$ cat src/rtl/lookup_dispatch.sv
module lookup_dispatch #(
  parameter int AW = 10,
  parameter int IDEPTH = 4,
  parameter int ODEPTH = 4,
  parameter logic [15:0] DEF_HOP = 16'h0000
) (
  input  logic          clk,
  input  logic          rst_n,
  input  logic          in_valid,
  input  logic [31:0]   in_addr,
  output logic          in_ready,
  input  logic          out_pop,
  output logic [15:0]   out_hop,
  output logic          out_avail,
  output logic          mem_req,
  input  logic          mem_gnt,
  output logic          mem_rd,
  output logic [AW-1:0] mem_addr,
  input  logic [31:0]   mem_rdata
);
  localparam int NENG = 3;
  localparam int PERIOD = 5;
  localparam int NW = AW - 4;
  localparam int IPW = $clog2(IDEPTH);
  localparam int OPW = $clog2(ODEPTH);

  logic          owned;
  logic [2:0]    cnt;
  logic [31:0]   ifq [IDEPTH];
  logic [IPW-1:0] iwp, irp;
  logic [IPW:0]  icnt;
  logic [15:0]   ofq [ODEPTH];
  logic [OPW-1:0] owp, orp;
  logic [OPW:0]  ocnt;

  logic [NENG-1:0] busy, done, iss;
  logic [31:0]   key  [NENG];
  logic [31:0]   dat  [NENG];
  logic [NW-1:0] node [NENG];
  logic [2:0]    step [NENG];
  logic [15:0]   best [NENG];
  logic [1:0]    wsel, rsel;
  logic [2:0]    nbusy;
  logic          push_in, dispatch, retire, pop_out;

  assign in_ready  = (icnt != IDEPTH[IPW:0]);
  assign push_in   = in_valid && in_ready;
  assign out_avail = (ocnt != '0);
  assign out_hop   = ofq[orp];
  assign pop_out   = out_pop && out_avail;
  assign retire    = busy[rsel] && done[rsel];
  assign dispatch  = owned && (icnt != '0) && !busy[wsel] &&
                     ((int'(ocnt) + int'(nbusy)) < ODEPTH);

  always_comb begin
    nbusy = '0;
    for (int e = 0; e < NENG; e++) nbusy = nbusy + {2'b00, busy[e]};
  end

  always_comb begin
    mem_rd = 1'b0;
    mem_addr = '0;
    for (int e = 0; e < NENG; e++)
      if (cnt == 3'(e) && busy[e] && !done[e]) begin
        mem_rd = 1'b1;
        mem_addr = {node[e], key[e][31:28]};
      end
  end

  always_ff @(posedge clk) begin
    if (!rst_n) begin
      owned <= 1'b0;
      mem_req <= 1'b0;
      cnt <= '0;
      wsel <= '0;
      rsel <= '0;
    end else begin
      mem_req <= 1'b1;
      if (mem_req && mem_gnt) owned <= 1'b1;
      cnt <= (cnt == 3'(PERIOD - 1)) ? 3'd0 : cnt + 3'd1;
      if (dispatch) wsel <= (wsel == 2'(NENG - 1)) ? 2'd0 : wsel + 2'd1;
      if (retire)   rsel <= (rsel == 2'(NENG - 1)) ? 2'd0 : rsel + 2'd1;
    end
  end

  always_ff @(posedge clk) begin
    if (!rst_n) begin
      iwp <= '0;
      irp <= '0;
      icnt <= '0;
    end else begin
      if (push_in) begin
        ifq[iwp] <= in_addr;
        iwp <= (iwp == IPW'(IDEPTH - 1)) ? '0 : iwp + 1'b1;
      end
      if (dispatch) irp <= (irp == IPW'(IDEPTH - 1)) ? '0 : irp + 1'b1;
      icnt <= icnt + (push_in ? 1'b1 : 1'b0) - (dispatch ? 1'b1 : 1'b0);
    end
  end

  always_ff @(posedge clk) begin
    if (!rst_n) begin
      owp <= '0;
      orp <= '0;
      ocnt <= '0;
    end else begin
      if (retire) begin
        ofq[owp] <= best[rsel];
        owp <= (owp == OPW'(ODEPTH - 1)) ? '0 : owp + 1'b1;
      end
      if (pop_out) orp <= (orp == OPW'(ODEPTH - 1)) ? '0 : orp + 1'b1;
      ocnt <= ocnt + (retire ? 1'b1 : 1'b0) - (pop_out ? 1'b1 : 1'b0);
    end
  end

  always_ff @(posedge clk) begin
    for (int e = 0; e < NENG; e++) begin
      if (!rst_n) begin
        busy[e] <= 1'b0;
        done[e] <= 1'b0;
        iss[e]  <= 1'b0;
        key[e]  <= '0;
        dat[e]  <= '0;
        node[e] <= '0;
        step[e] <= '0;
        best[e] <= DEF_HOP;
      end else if (dispatch && wsel == 2'(e)) begin
        busy[e] <= 1'b1;
        done[e] <= 1'b0;
        iss[e]  <= 1'b0;
        key[e]  <= ifq[irp];
        node[e] <= '0;
        step[e] <= '0;
        best[e] <= DEF_HOP;
      end else if (retire && rsel == 2'(e)) begin
        busy[e] <= 1'b0;
        done[e] <= 1'b0;
      end else if (busy[e] && !done[e]) begin
        if (cnt == 3'(e)) iss[e] <= 1'b1;
        if (iss[e] && cnt == 3'((e + 1) % PERIOD)) dat[e] <= mem_rdata;
        if (iss[e] && cnt == 3'((e + 4) % PERIOD)) begin
          iss[e] <= 1'b0;
          if (dat[e][31]) best[e] <= dat[e][15:0];
          if (dat[e][30:16] == '0 || step[e] == 3'd7) done[e] <= 1'b1;
          else begin
            node[e] <= dat[e][16 +: NW];
            step[e] <= step[e] + 3'd1;
            key[e]  <= {key[e][27:0], 4'h0};
          end
        end
      end
    end
  end
endmodule


$ cat config.mk
export PLATFORM = sky130hd
export DESIGN_NAME = lookup_dispatch
export DESIGN_NICKNAME = d
export VERILOG_FILES = /design/src/rtl/lookup_dispatch.sv
export SDC_FILE = /design/constraint.sdc
export NUM_CORES = 1
export LEC_CHECK = 0
export BUFFER_PORTS_ARGS = -buffer_cell sky130_fd_sc_hd__buf_2
export CAP_MARGIN = 20
export CORE_MARGIN = 2
export CORE_UTILIZATION = 47
export DETAILED_ROUTE_END_ITERATION = 8
export PLACE_DENSITY = 0.65
export SLEW_MARGIN = 20
export SYNTH_ARGS = -nofsm -noshare
export SYNTH_HDL_FRONTEND = slang
export SYNTH_SLANG_ARGS = --single-unit
$ cat constraint.sdc
create_clock -name clk -period 6.1 [get_ports clk]
set_input_delay 0.915 -clock clk [delete_from_list [all_inputs] [get_ports clk]]
set_output_delay 0.915 -clock clk [all_outputs]
set_load 0.05 [all_outputs]
==> qor.csv <==
stage,metric,value,unit
timing,slew_violations,0,
layout,nNetsFinal,1377,
layout,final_common_cell,edfxtp_1,
hold_path,min-delay-path-class,reg2reg,
worst_setup_path,cp_data_arrival_time,2.88,ns
clock_network,clk_latency,0.58,ns
status,status,finished clean,
clock_network,postCtsSetupRepairBufs,0,
layout,layout_common_cells,"edfxtp_1 (459), and2_1 (186), buf_2 (98)",
synthesis,syn_area_per_cell,16.9,um2
route,vias_per_cell,5.53,
synthesis,ys_async_sr_fraction,0,%
global_route,grt_pass1_wl,60600,um
timing,final.setup.tns,0,ns
timing,worst_slew_pin_slew,0.977,ns
clock_network,cts_max_path_buffers,3,
layout,layout.cells.non_filler,1852,
timing,slew_headroom,34.7,%
place,dpl.cell_count,1760,
route,drcViolationCount,0,
route,vias,10239,
clock_network,cts.reportedPaths.clkPinSlew,0.06,ns
global_route,gr-total-overflow,0,
synthesis,seq_area_frac_synth,73.9,%
synthesis,syn_nets,1263,
synthesis,synth_edf_count,459,
route,finalWirelength,38800,um
die,start_util,47.9,%
timing,min_period,3.79,ns
die,die_area,0.0435,mm2
route,routedWlPerCell,21.0,um
timing,rsz0062_at_grt,no,
synthesis,synth_area,0.0197,mm2
die,pin_count,99,
run,cap_violations,0,
place,finalWeightedCongestion,0.804,
place,dpl.hpwl,23100,um
global_route,grt_use_total,18.1,%
power,vdd_drop_max,295,uV
timing,finalClockSkew,0.0228,ns
clock_network,cts_tree,built,
worst_setup_path,reg2regPathDepth,15,
clock_network,hold_buffers,0,
global_route,antenna_found_initial,3,
clock_network,post_cts_resized,0,
worst_setup_path,crit_type,reg2out,
layout,fillCellCount,3298,
worst_setup_path,cp_max_fo,13,
synthesis,ys_types,58,
route,drtIter0Drc,770,
timing,max_freq,264,MHz
hold_path,whs_path_depth,1,
timing,setup_viol,0,
power,p_leak,0.00796,uW
clock_network,root_buffer,clkbuf_16,
clock_network,htree_levels,2,
clock_network,numCtsBuffers,49,
power,p_per_area,338,mW/mm2
worst_setup_path,start_kind,register,
synthesis,synthCells,1165,
route,antenna_left,0,
layout,drive_gt1_share,20.0,%
synthesis,ys_warn_count,0,
timing,timing_hold_violations_final,0,
worst_setup_path,required,5.18,ns
place,portBuffers,98,
timing,min_period_over_period,62.2,%
layout,areaGrowthSynthToFinish,13.4,%
die,die_h,209,um
synthesis,ys_dominant_reg_cell,edfxtp_1,
synthesis,ys_ff_latch,497,
die,rows,74,
clock_network,clkSinkCount,497,
global_route,grt_pass1_vias,10544,
die,core_region_area,0.0411,mm2
global_route,grt_start_max_net_pins,42,
die,die_x,209,um
worst_setup_path,end_kind,primary output,
route,drt_first_pass_iters,5,
==> final timing paths <==
check	start	to	slack, ns
max reg2reg	busy[2]	icnt[2]	2.51
max	cnt[1]	mem_addr[2]	2.31
min	cnt[0]	cnt[0]	0.47
min reg2reg	cnt[0]	cnt[0]	0.47
==> per-layer routing <==
| layer | up-vias | share of wire [%] | track usage [%] |
|---|---|---|---|
| met5 | - | 0.033 | 0 |
| met4 | 2 | 2.3 | 4.93 |
| met3 | 62 | 5.9 | 3.70 |
| met2 | 268 | 46 | 28.4 |
| met1 | 5191 | 46 | 26.1 |
| li1 | 4716 | - | - |
==> registers in the layout, summed over array words and instances, names as in the netlist, named ones only <==
register,count
ocnt,3
cnt,3
ifq,128
icnt,3
dat,96
owned,1
busy,3
owp,2
irp,2
orp,2
rsel,2
done,3
wsel,2
iwp,2
best,48
step,9
key,96
mem_req,1
ofq,64
node,18
iss,3
==> worst max-delay path, stage by stage, from the launching register on <==
cell and delay [ns]:
dfxtp_1 0.36, inv_1 0.07, ha_1 0.18, nor4bb_2 0.17
buf_4 0.21, nor3_1 0.18, buf_4 0.23, a22oi_1 0.08
o21ai_0 0.46, buf_2 0.37
==> logic make-up (layout without fill, tap and decap cells) <==
| logic type | Yosys count | in the layout | synth area share (%) |
|---|---|---|---|
| AO/OA/AOI/OAI | 153 | 153 | 5.91 |
| XOR/XNOR | 4 | 4 | 0.178 |
| adder cells (fa/ha/maj) | 29 | 29 | 1.96 |
| buffers and inverters | 82 | 234 | 1.79 |
| flip-flops | 497 | 497 | 73.9 |
| multiplexers | 67 | 67 | 6.46 |
| other | 0 | 3 | 0 |
| AND/OR/NAND/NOR | 333 | 333 | 9.84 |
==> stage by stage <==
stage | util, % | total power, uW | hold slack, ns | cell area, um2 | setup WS, ns
finish | 54.3 | 7550 | 0.468 | 22300 | 2.31
global route | 54.3 | 7840 | 0.516 | 22300 | 2.24
CTS | 54.3 | 7630 | 0.478 | 22300 | 2.33
detailed placement | 50.6 | 4760 | 0.465 | 20800 | 2.53
global placement | 50.6 | 4740 | 0.453 | 20800 | 2.60
floorplan | - | 4530 | 0.429 | 19700 | 2.61
==> power by group <==
part | total [uW] | switching, uW | internal, uW
Sequential | 3970 | 73.1 | 3900
Combinational | 707 | 462 | 245
Clock | 2870 | 1230 | 1640
==> Yosys cell counts, types with 11 or more instances <==
cell type  instances  area [um2]
and2_1           186        1160
and3_1            13        81.3
dfxtp_1           38         761
edfxtp_1         459       13800
a21oi_1           11        55.1
mux4_2            48        1080
ha_1              26         325
a22o_1            84         736
nor2_1            16        60.1
clkbuf_1          40         150
o21ai_0           30         150
mux2i_1           19         190
nand2_1           57         214
inv_1             22        82.6
==> area by class of cell <==
type                            instances  area [um2]  area share (%)
Timing Repair Buffer                  121         663            2.97
Inverter                               24        90.1           0.403
Clock buffer                           60        1300            5.82
Tap cell                              532         666            2.98
Clock inverter                         29         229            1.03
Sequential cell                       497       14500            65.1
Multi-Input combinational cell        586        4830            21.6
Antenna cell                            3        7.51          0.0336
(Power assumes the default switching activity.)
